File: config.mk
export PLATFORM = sky130hd
export DESIGN_NAME = iopage_slave
export DESIGN_NICKNAME = d
export VERILOG_FILES = /design/src/rtl/iopage_pkg.sv /design/src/rtl/iopage_sync2.sv /design/src/rtl/iopage_addr_latch.sv /design/src/rtl/iopage_regfile.sv /design/src/rtl/iopage_slave.sv
export SDC_FILE = /design/constraint.sdc
export NUM_CORES = 1
export LEC_CHECK = 0
export BUFFER_PORTS_ARGS = -buffer_cell sky130_fd_sc_hd__buf_4
export CORE_MARGIN = 5
export CORE_UTILIZATION = 40
export CTS_CLUSTER_DIAMETER = 80
export CTS_CLUSTER_SIZE = 12
export DETAILED_ROUTE_END_ITERATION = 12
export GPL_TIMING_DRIVEN = 0
export PLACE_DENSITY = 0.66
export SYNTH_ARGS = -nofsm -noshare
export SYNTH_HDL_FRONTEND = slang
export SYNTH_SLANG_ARGS = --single-unit
File: constraint.sdc
create_clock -name clk -period 2.4 [get_ports clk]
set_input_delay 0.48 -clock clk [delete_from_list [all_inputs] [get_ports clk]]
set_output_delay 0.48 -clock clk [all_outputs]
set_load 0.1 [all_outputs]
File: src/rtl/iopage_pkg.sv
package iopage_pkg;
  typedef enum logic [1:0] {
    HS_IDLE    = 2'd0,
    HS_READ    = 2'd1,
    HS_WRITE   = 2'd2,
    HS_RELEASE = 2'd3
  } hs_state_t;
endpackage

File: src/rtl/iopage_sync2.sv
module iopage_sync2 #(
  parameter int W = 1
) (
  input  logic         clk,
  input  logic         init,
  input  logic [W-1:0] d,
  output logic [W-1:0] q
);
  logic [W-1:0] meta;

  always_ff @(posedge clk) begin
    if (init) begin
      meta <= '0;
      q    <= '0;
    end else begin
      meta <= d;
      q    <= meta;
    end
  end
endmodule

File: src/rtl/iopage_addr_latch.sv
module iopage_addr_latch #(
  parameter int BASE_W = 8,
  parameter int IDX_W  = 4,
  localparam int LOW_W = BASE_W + IDX_W + 1
) (
  input  logic              clk,
  input  logic              init,
  input  logic              sync_rise,
  input  logic              sync_s,
  input  logic              iopage,
  input  logic [LOW_W-1:0]  addr_lo,
  input  logic [BASE_W-1:0] base,
  output logic              sel_q,
  output logic [IDX_W-1:0]  idx_q,
  output logic              lane_q
);
  logic hit;
  assign hit = iopage && (addr_lo[LOW_W-1:IDX_W+1] == base);

  always_ff @(posedge clk) begin
    if (init) begin
      sel_q  <= 1'b0;
      idx_q  <= '0;
      lane_q <= 1'b0;
    end else if (sync_rise) begin
      sel_q  <= hit;
      idx_q  <= addr_lo[IDX_W:1];
      lane_q <= addr_lo[0];
    end else if (!sync_s) begin
      sel_q  <= 1'b0;
    end
  end
endmodule

File: src/rtl/iopage_regfile.sv
module iopage_regfile #(
  parameter int WORDS  = 16,
  parameter int DATA_W = 16,
  localparam int IDX_W  = $clog2(WORDS),
  localparam int HALF_W = DATA_W / 2
) (
  input  logic              clk,
  input  logic              init,
  input  logic              wr_en,
  input  logic              byte_en,
  input  logic              lane_hi,
  input  logic [IDX_W-1:0]  idx,
  input  logic [DATA_W-1:0] wdata,
  output logic [DATA_W-1:0] rdata
);
  logic [DATA_W-1:0] mem [WORDS];

  for (genvar w = 0; w < WORDS; w++) begin : g_word
    logic hit_w;
    assign hit_w = wr_en && (idx == IDX_W'(w));
    always_ff @(posedge clk) begin
      if (init) begin
        mem[w] <= '0;
      end else if (hit_w) begin
        if (!byte_en || !lane_hi) mem[w][HALF_W-1:0]      <= wdata[HALF_W-1:0];
        if (!byte_en ||  lane_hi) mem[w][DATA_W-1:HALF_W] <= wdata[DATA_W-1:HALF_W];
      end
    end
  end

  assign rdata = mem[idx];
endmodule

File: src/rtl/iopage_slave.sv
module iopage_slave
  import iopage_pkg::*;
#(
  parameter int DAL_W          = 22,
  parameter int DATA_W         = 16,
  parameter int BASE_W         = 8,
  parameter int WORDS          = 16,
  parameter int RELEASE_CYCLES = 2
) (
  input  logic              clk,
  input  logic              bus_init,
  input  logic              bus_sync,
  input  logic              bus_iopage,
  input  logic              bus_wtbt,
  input  logic              bus_din,
  input  logic              bus_dout,
  input  logic [DAL_W-1:0]  dal_in,
  input  logic [BASE_W-1:0] base_sel,
  output logic              reply,
  output logic              dal_oe,
  output logic [DAL_W-1:0]  dal_out
);
  localparam int IDX_W = $clog2(WORDS);
  localparam int LOW_W = BASE_W + IDX_W + 1;
  localparam int CNT_W = $clog2(RELEASE_CYCLES + 1);

  logic unused_hi;
  assign unused_hi = ^dal_in[DAL_W-1:DATA_W];

  // strobe synchronizers
  logic [2:0] strb_s;
  logic       sync_s, din_s, dout_s, sync_d, sync_rise;

  iopage_sync2 #(.W(3)) u_sync (
    .clk (clk),
    .init(bus_init),
    .d   ({bus_sync, bus_din, bus_dout}),
    .q   (strb_s)
  );
  assign {sync_s, din_s, dout_s} = strb_s;

  always_ff @(posedge clk) begin
    if (bus_init) sync_d <= 1'b0;
    else          sync_d <= sync_s;
  end
  assign sync_rise = sync_s && !sync_d;

  // address phase
  logic             sel_q, lane_q;
  logic [IDX_W-1:0] idx_q;

  iopage_addr_latch #(.BASE_W(BASE_W), .IDX_W(IDX_W)) u_addr (
    .clk      (clk),
    .init     (bus_init),
    .sync_rise(sync_rise),
    .sync_s   (sync_s),
    .iopage   (bus_iopage),
    .addr_lo  (dal_in[LOW_W-1:0]),
    .base     (base_sel),
    .sel_q    (sel_q),
    .idx_q    (idx_q),
    .lane_q   (lane_q)
  );

  // register file
  hs_state_t         state;
  logic              wr_en;
  logic [DATA_W-1:0] rdata;

  assign wr_en = (state == HS_IDLE) && sel_q && !din_s && dout_s;

  iopage_regfile #(.WORDS(WORDS), .DATA_W(DATA_W)) u_regs (
    .clk    (clk),
    .init   (bus_init),
    .wr_en  (wr_en),
    .byte_en(bus_wtbt),
    .lane_hi(lane_q),
    .idx    (idx_q),
    .wdata  (dal_in[DATA_W-1:0]),
    .rdata  (rdata)
  );

  // reply handshake
  logic [CNT_W-1:0] rel_cnt;

  always_ff @(posedge clk) begin
    if (bus_init) begin
      state   <= HS_IDLE;
      reply   <= 1'b0;
      dal_oe  <= 1'b0;
      dal_out <= '0;
      rel_cnt <= '0;
    end else begin
      unique case (state)
        HS_IDLE: begin
          if (sel_q && din_s) begin
            reply   <= 1'b1;
            dal_oe  <= 1'b1;
            dal_out <= {{(DAL_W-DATA_W){1'b0}}, rdata};
            state   <= HS_READ;
          end else if (sel_q && dout_s) begin
            reply <= 1'b1;
            state <= HS_WRITE;
          end
        end
        HS_READ: begin
          if (!din_s) begin
            reply   <= 1'b0;
            rel_cnt <= CNT_W'(RELEASE_CYCLES);
            state   <= HS_RELEASE;
          end
        end
        HS_WRITE: begin
          if (!dout_s) begin
            reply <= 1'b0;
            state <= HS_IDLE;
          end
        end
        HS_RELEASE: begin
          if (rel_cnt <= CNT_W'(1)) begin
            dal_oe  <= 1'b0;
            dal_out <= '0;
            rel_cnt <= '0;
            state   <= HS_IDLE;
          end else begin
            rel_cnt <= rel_cnt - CNT_W'(1);
          end
        end
        default: state <= HS_IDLE;
      endcase
    end
  end
endmodule

## Yosys cells after proc, flatten, opt, wreduce, memory -nomap -nowiden

Memories as Yosys holds them, arrays and structs flattened. A register that Yosys moved wholly into a read port is not among the register bits.
Cells that the tools add are included.

| word-level totals | value |
|---|---|
| register bits after elaboration | 41 |
| latch bits | 0 |
| RAM bits | 256 |
| bits in read-only memories | 0 |
| bits of input ports | 37 |
| output and inout bits | 24 |
| logic and storage cells | 265 |
| memories kept | 1 |

| operators by class | value |
|---|---|
| add/sub/neg operators | 1 |
| multiply operators | 0 |
| divide/modulo/power cells | 0 |
| order comparisons | 1 |
| eq/ne operators | 25 |
| shift-type cells | 0 |
| mux-type cells | 156 |
| bitwise logic cells | 32 |
| reductions and logical operators | 38 |

Memory list:

| name | words | bits a word | rd ports | clocked after memory_dff | wr ports | RTL line | source |
|---|---|---|---|---|---|---|---|
| u_regs.mem | 16 | 16 | 1 | 1 | 16 | iopage_regfile.sv:16 | `logic [DATA_W-1:0] mem [WORDS];` |

Operators by type and width:

| kind | count |
|---|---|
| two-way mux 8 bit | 32 |
| two-way mux 1 bit | 108 |
| two-way mux 22 bit | 2 |
| case mux 22 bit (2 select lines) | 1 |
| equality test 4 bit (second input constant) | 8 |
| OR 1 bit | 32 |
| logical AND 1 bit | 23 |
| equality test 4 x 3 -> 1 bit (second input constant) | 4 |
| two-way mux 2 bit | 7 |
| equality test 4 x 2 -> 1 bit (second input constant) | 2 |
| equality test 8 bit | 1 |
| two-way mux 4 bit | 2 |
| inequality test 2 bit (second input constant) | 4 |
| case mux 2 bit (4 select lines) | 1 |
| AND reduction 4 bit | 2 |
| equality test 2 bit (second input constant) | 2 |
| equality test 4 x 1 -> 1 bit (second input constant) | 1 |
| logical NOT 1 bit | 4 |
| logical NOT 4 bit | 1 |
| case mux 2 bit (2 select lines) | 1 |
| nonzero test 2 bit | 2 |
| inequality test 3 x 1 -> 1 bit (second input constant) | 1 |
| case mux 1 bit (3 select lines) | 1 |
| AND reduction 3 bit | 1 |
| 9 further kinds | 10 |

## Longest topological paths before layout

Gate-level depths: netlist (run 1).

| logic depth | value |
|---|---|
| word-level depth | 9 |
| mapped depth | 7 |
| mapped depth without buffers | 6 |

## Cells and area by module

A second synthesis (run 1) with hierarchy kept.

| second synthesis, totals | value |
|---|---|
| cells, all modules | 985 |
| area total of the unflattened synthesis | 13093.8 µm² |

Modules (own cells, without submodules):

| module | instances | cells each | area an instance (µm²) | seq. area each (µm²) |
|---|---|---|---|---|
| iopage_regfile | 1 | 812 | 11441.0 | 7687.4 |
| iopage_slave | 1 | 130 | 1176.1 | 460.4 |
| iopage_addr_latch | 1 | 31 | 319.1 | 120.1 |
| iopage_sync2 | 1 | 12 | 157.7 | 120.1 |

## Worst setup path before layout (run 1)

No wires, ideal clock.

| timing path | value |
|---|---|
| kind | register to register |
| start | register state[0] |
| end | memory u_regs.mem[10][0] (enable) |
| setup time | 0.375 ns |
| arrival | 1.659 ns |
| required time | 2.025 ns |
| setup slack | 0.367 ns |
| stages on the path, launching flop included | 7 |
| buffers on the path | 1 |
| period minus slack after synthesis | 2.033 ns |
| cells stage by stage | dfxtp_1 inv_1 ha_1 and4bb_2 nand3_1 clkbuf_1 o21bai_1 |

RTL lines:

| item | RTL line | source |
|---|---|---|
| from (decl) | iopage_slave.sv:66 | `hs_state_t state;` |
| from (signal assigned) | iopage_slave.sv:88 | `state <= HS_IDLE;` |
| from (signal assigned) | iopage_slave.sv:100 | `state <= HS_READ;` |
| from (signal assigned) | iopage_slave.sv:103 | `state <= HS_WRITE;` |
| to (decl) | iopage_regfile.sv:16 |  |

==> flow_metrics.py, run 1 <==
metrics = {
    "clock_tree": {
        "cts_resized": 21,
        "hold_buffers": 0,
        "clk_pin_slew_ns": 0.06,
        "ctsHtreeMaxLevel": 1,
        "cts_sinks": 295,
        "cts_tree": "built",
        "root_buffer": "clkbuf_16",
        "clockBufferDepth": 3,
        "numCtsBuffers": 28,
        "postCtsSetupBuffers": 0,
        "clk_latency_ns": 0.55,
    },
    "detailed_routing": {
        "routedWlPerCell_um": 23.2,
        "drc_errors": 0,
        "drt_iter0_drc": 729,
        "wl_mm": 33.7,
        "final_antenna_net_count": 0,
        "drt-pass1-iter-count": 5,
        "vias_per_cell": 5.39,
        "num_vias": 7860,
    },
    "yosys": {
        "synth-edff-count": 256,
        "yosys_most_used_dff": "edfxtp_1",
        "synth_top_area_cell": "edfxtp_1",
        "syn_area_um2": 13500,
        "yosysUniqueCellTypes": 45,
        "ys_seq_area_share_pct": 62.9,
        "syn_inst": 906,
        "synth_warnings": 0,
        "yosysMostFrequentCell": "and2_1",
        "yosysTopAreaCellShare_pct": 57.1,
        "synthTopCellsByCount": "and2_1, edfxtp_1, nor2_1",
        "synth-async-reset-ratio_pct": 0,
        "ys_ff_latch": 295,
        "synthTopCellsByArea": "edfxtp_1, and2_1, mux4_2",
        "avgSynthCellArea_um2": 14.9,
    },
    "setup_path": {
        "cp-start-kind": "register",
        "path_depth": 7,
        "path_class": "reg -> reg",
        "timing.rr.start": "state[0]$_SDFFE_PP0P_",
        "crit_path_cell_trace": "inv_1 -> ha_1 -> and4bb_2 -> nand3_1 -> clkbuf_2 -> nor2_1 -> and2_1",
        "cp.buffers_inverters": 2,
        "critical_path_required_ns": 2.80,
        "cp_data_arrival_time_ns": 2.74,
        "crit_fanout": 10,
        "max_stage_delay_ns": 0.52,
        "endpoint": "u_regs.mem[8][10]$_SDFFCE_PN0P_",
        "reg2reg_depth": 7,
        "cp_top_family": "simple AND/OR/NAND/NOR gates",
        "r2r_setup_slack_ns": 0.06,
        "critical_path.startpoint": "state[0]$_SDFFE_PP0P_",
        "end_kind": "register",
        "r2r_end": "u_regs.mem[8][10]$_SDFFCE_PN0P_",
        "critical-path-slowest-cell": "nor2_1",
    },
    "timing": {
        "slew-limit-headroom_pct": 42.9,
        "finalHoldViolCount": 0,
        "hold-worst-slack_ns": 0.154,
        "fin_crit_ns": 2.34,
        "worst_pin_slew_ns": 0.856,
        "timing.final.crit_share_pct": 97.6,
        "clock.fmax_mhz": 427,
        "maxSlewViolCount": 0,
        "finClkSkew_ns": 0.0154,
        "finalSetupViolations": 0,
        "rsz0062_at_grt": "yes",
    },
    "placement": {
        "placed_cell_area_um2": 14400,
        "dp_hpwl_mm": 23.2,
        "port-buffer-count": 48,
        "post-place-cells": 1407,
        "gp_congestion": 0.825,
    },
    "power_and_ir_drop": {
        "leakagePower_nw": 5.60,
        "ir_drop_v": 0.000812,
        "power_density_nw_per_um2": 774,
    },
    "worst_hold_path": {
        "hold_path.class": "in -> reg",
    },
    "die": {
        "die_w_um": 193,
        "dieArea_um2": 37400,
        "initial_core_util_pct": 40.4,
        "row_count": 67,
        "coreArea_um2": 33400,
        "io_pins": 61,
        "dieHeight_um": 193,
    },
    "final_layout": {
        "drive_gt1_share_pct": 20.3,
        "multi_input_area_um2": 4890,
        "register_area_um2": 8470,
        "n_antenna_cell": 0,
        "fill_cells": 2978,
        "nets": 1029,
        "stdcell_area_um2": 15400,
        "area_growth_pct": 14.2,
        "instances_no_fill": 1457,
    },
    "global_routing": {
        "grt_usage_pct": 17.5,
        "grt_pass1_vias": 7857,
        "grt_overflow_total": 0,
        "antenna_found_initial": 0,
        "grt_max_degree": 20,
        "grt_pass1_wl_mm": 50.4,
    },
    "run": {
        "cap_violations": 0,
    },
    "run_status": {
        "status": "completed",
    },
}
## cell families (layout without fill, tap and decap cells)
family	Yosys count	count (layout)	synth area share [%]
multiplexers	101	101	14.1
adder cells (fa/ha/maj)	5	5	0.465
other	1	6	0.0278
AND/OR/NAND/NOR	367	367	15.9
AO/OA/AOI/OAI	69	69	3.98
XOR/XNOR	8	8	0.520
flip-flops	295	295	62.9
buffers and inverters	60	158	2.17
## cells in the final DEF, fill, tap and decap left out, drive strengths merged, types with 6 or more instances in the layout
| master | netlist | routed |
|---|---|---|
| a21o | 21 | 21 |
| nand3 | 6 | 6 |
| clkbuf | 34 | 85 |
| nor2b | 12 | 12 |
| o21bai | 12 | 12 |
| a221o | 16 | 16 |
| nand2 | 12 | 12 |
| xor2 | 7 | 7 |
| a21oi | 8 | 8 |
| conb | 1 | 6 |
| nor2 | 57 | 57 |
| and2 | 261 | 261 |
| dfxtp | 39 | 39 |
| mux2 | 16 | 16 |
| mux2i | 21 | 21 |
| buf | 22 | 68 |
| edfxtp | 256 | 256 |
| mux4 | 64 | 64 |
## per-stage QoR
stage                     utilization, %  setup TNS, ns  power (mW)  setup WS (ns)
after detailed placement            43.2         -21.50        7.87         -0.335
after global routing                46.1          -2.14        12.3        -0.0585
final                               46.1              0        11.9         0.0582
after CTS                           45.8          -3.55        11.9         -0.219
after floorplan                        -              0        7.32          0.367
after global placement              43.2         -18.60        7.85         -0.303
## power breakdown
part | internal [mW] | switching [mW]
Clock | 2.25 | 1.86
Sequential | 5.81 | 0.131
Combinational | 0.529 | 1.32
Total | 8.59 | 3.31
## how the worst min path moves through the flow
stage	start	endpoint	slack (ns)	depth (start not counted)
after floorplan	u_sync.meta[0]$_SDFF_PP0_	u_sync.q[0]$_SDFF_PP0_	0.41	1
after global placement	u_sync.meta[2]$_SDFF_PP0_	u_sync.q[2]$_SDFF_PP0_	0.42	1
after detailed placement	u_sync.meta[0]$_SDFF_PP0_	u_sync.q[0]$_SDFF_PP0_	0.42	1
after CTS	bus_din	u_sync.meta[1]$_SDFF_PP0_	0.14	2
after global routing	bus_din	u_sync.meta[1]$_SDFF_PP0_	0.15	2
final	bus_din	u_sync.meta[1]$_SDFF_PP0_	0.15	2
## final cells by class
type                       count  share of cell area (%)
sequential                   295                    55.0
multi-input combinational    556                    31.8
clock buffer                  51                    5.25
tap                          448                    3.64
timing repair buffer          48                    2.34
buffer                        54                    1.82
inverter                       4                  0.0976
clock inverter                 1                  0.0407
## sequential cells by signal, indices dropped and copies added (netlist names), named ones only
name           cells
dal_oe             1
dal_out           16
rel_cnt            2
u_addr.idx_q       4
u_sync.meta        3
reply              1
u_addr.lane_q      1
u_sync.q           3
u_addr.sel_q       1
state              2
sync_d             1
u_regs.mem       256
## routing by layer
| layer | wire length, um | share of wire, % | GRT usage (%) |
|---|---|---|---|
| met2 | 16100 | 48 | 28.6 |
| met1 | 14800 | 44 | 25.2 |
| met5 | 0 | 0 | 0 |
| met4 | 688 | 2.0 | 3.99 |
| met3 | 2170 | 6.4 | 2.45 |
## worst reg2reg max path, cell delays in order (launching register included)
cell      delay (ns)
dfxtp_1         0.34
inv_1           0.11
ha_1            0.29
and4bb_2        0.33
nand3_1         0.12
clkbuf_2        0.24
nor2_1          0.52
and2_1          0.25
Power figures use the tool's default switching activity.
==> run 2, diff against run 1 <==
--- a/config.mk
+++ b/config.mk
@@ -13,6 +13,7 @@
 export DETAILED_ROUTE_END_ITERATION = 12
 export GPL_TIMING_DRIVEN = 0
 export PLACE_DENSITY = 0.66
+export REMOVE_ABC_BUFFERS = 1
 export SYNTH_ARGS = -nofsm -noshare
 export SYNTH_HDL_FRONTEND = slang
 export SYNTH_SLANG_ARGS = --single-unit
==> flow_metrics.py, run 2 (synthesis results as in run 1) <==
metrics = {
    "clock_tree": {
        "hold_buffers": 0,
        "cts_tree": "built",
        "numCtsBuffers": 28,
        "clockBufferDepth": 3,
        "ctsHtreeMaxLevel": 1,
        "clk_pin_slew_ns": 0.06,
        "clk_latency_ns": 0.54,
        "cts_sinks": 295,
        "root_buffer": "clkbuf_16",
    },
    "final_layout": {
        "fill_cells": 2975,
        "register_area_um2": 8480,
        "final_cell_mix": "and2_1, edfxtp_1, buf_4",
        "reg.largest.list": "u_regs.mem (256), dal_out (16), u_addr.idx_q (4)",
        "multi_input_area_um2": 4940,
        "stdcell_area_um2": 15400,
        "largest_reg_flops": 256,
        "drive_gt1_share_pct": 19.6,
        "area_growth_pct": 14.1,
        "layout_commonest_cell": "and2_1",
        "largest-register": "u_regs.mem",
        "nets": 985,
    },
    "timing": {
        "finalHoldViolCount": 0,
        "hold-worst-slack_ns": 0.152,
        "rsz0062_at_grt": "yes",
        "slew-limit-headroom_pct": 43.3,
        "maxSlewViolCount": 0,
        "clock.fmax_mhz": 407,
        "finClkSkew_ns": 0.0137,
        "finalSetupViolations": 57,
        "fin_crit_ns": 2.46,
        "tns_ns": -1.04,
        "worst_pin_slew_ns": 0.850,
        "timing.final.crit_share_pct": 102,
        "setup_ws_ns": -0.0557,
    },
    "placement": {
        "port-buffer-count": 48,
        "gp_congestion": 0.803,
        "placed_cell_area_um2": 14200,
        "dp_hpwl_mm": 19.4,
    },
    "global_routing": {
        "antenna_found_initial": 0,
        "grt_pass1_vias": 7670,
        "grt_overflow_total": 0,
        "grt_max_degree": 60,
        "grt_usage_pct": 16.0,
        "grt_pass1_wl_mm": 46.7,
    },
    "detailed_routing": {
        "routedWlPerCell_um": 21.9,
        "num_vias": 7523,
        "vias_per_cell": 5.32,
        "final_antenna_net_count": 0,
        "drt-pass1-iter-count": 5,
        "drt_iter0_drc": 637,
        "wl_mm": 31.0,
        "drc_errors": 0,
    },
    "worst_hold_path": {
        "min_to": "u_sync.meta[2]$_SDFF_PP0_",
        "hold_path.class": "in -> reg",
        "whs_path_depth": 2,
        "min_from": "bus_sync",
    },
    "setup_path": {
        "r2r_end": "u_regs.mem[0][0]$_SDFFCE_PN0P_",
        "cp-start-kind": "register",
        "cp_data_arrival_time_ns": 2.86,
        "path_class": "reg -> reg",
        "reg2reg_depth": 6,
        "timing.rr.start": "state[0]$_SDFFE_PP0P_",
        "crit_path_cell_trace": "inv_1 -> ha_1 -> and4bb_2 -> nand2_1 -> nor2_1 -> and2_1",
        "crit_fanout": 11,
        "max_stage_delay_ns": 0.70,
        "r2r_setup_slack_ns": -0.06,
        "end_kind": "register",
        "critical-path-slowest-cell": "nor2_1",
        "critical_path_required_ns": 2.81,
    },
    "run": {
        "cap_violations": 0,
    },
    "run_status": {
        "status": "finished with violations",
        "violations": "negative setup slack",
    },
    "die": {
        "initial_core_util_pct": 40.4,
        "row_count": 67,
        "io_pins": 61,
        "dieHeight_um": 193,
        "coreArea_um2": 33400,
        "dieArea_um2": 37400,
        "die_w_um": 193,
    },
    "power_and_ir_drop": {
        "leakagePower_nw": 5.53,
        "ir_drop_v": 0.000551,
        "power_density_nw_per_um2": 772,
    },
}
[run 2: cell types whose count changed in the layout (fill, tap and decap cells not counted), sizes merged]
cell	change
diode	+1
clkbuf	-34
buf	-10
[run 2: report_power, final]
group          total, mW  switching [mW]  internal, mW  leakage (nW)
Clock               4.08            1.82          2.25         0.388
Combinational       1.81            1.27         0.545          2.18
Sequential          5.97           0.161          5.81          2.96
Total               11.9            3.25          8.61          5.53
[run 2: area by class of cell]
type | count | area share, %
diodes | 1 | 0.0163
clock buffers | 51 | 5.26
clock inverters | 1 | 0.0407
inverters | 4 | 0.0977
multi-input cells | 556 | 32.1
flip-flops and latches | 295 | 55.2
well taps | 448 | 3.65
repair buffers | 58 | 3.65
[run 2: how the worst max path moves through the flow]
stage                                startpoint                                to  slack [ns]  cells past startpoint
after floorplan                        register          dal_out[14]$_SDFFE_PP0P_       -1.48                      3
after global placement                 register           dal_out[9]$_SDFFE_PP0P_       -2.86                      4
after detailed placement  state[0]$_SDFFE_PP0P_  u_regs.mem[12][14]$_SDFFCE_PN0P_       -0.38                      5
after CTS                 state[0]$_SDFFE_PP0P_    u_regs.mem[1][7]$_SDFFCE_PN0P_       -0.28                      5
after global routing      state[0]$_SDFFE_PP0P_   u_regs.mem[13][1]$_SDFFCE_PN0P_       -0.19                      6
final                     state[0]$_SDFFE_PP0P_    u_regs.mem[0][0]$_SDFFCE_PN0P_       -0.06                      6
[run 2: stage by stage]
step	util (%)	std cells	worst slack, ns	power [mW]
floorplan	-	855	-1.48	7.27
global placement	42.3	1351	-2.86	7.79
detailed placement	42.6	1354	-0.385	7.85
CTS	45.3	1407	-0.280	11.9
global route	46.1	1413	-0.189	12.3
finish	46.1	1414	-0.0557	11.9
[run 2: timing repair]
item	in CTS	in global routing
setup endpoints to repair	136	325
gates resized for setup	13	36
setup buffers	1	6
pin swaps	0	6
[run 2: layer usage]
layer	vias up	share of wire [%]	track usage, %
met5	-	0	0
met4	0	2.3	4.17
met3	48	4.8	2.14
met2	202	50	27.5
met1	3857	43	21.7
li1	3416	-	-
[run 2: worst max-delay path, delay by kind of cell (launching register included)]
| kind | cells | cell delay, ns |
|---|---|---|
| DFF | 1 | 0.36 |
| and+or+nand+nor | 4 | 1.54 |
| adders and majority gates | 1 | 0.30 |
| buffers and inverters | 1 | 0.12 |
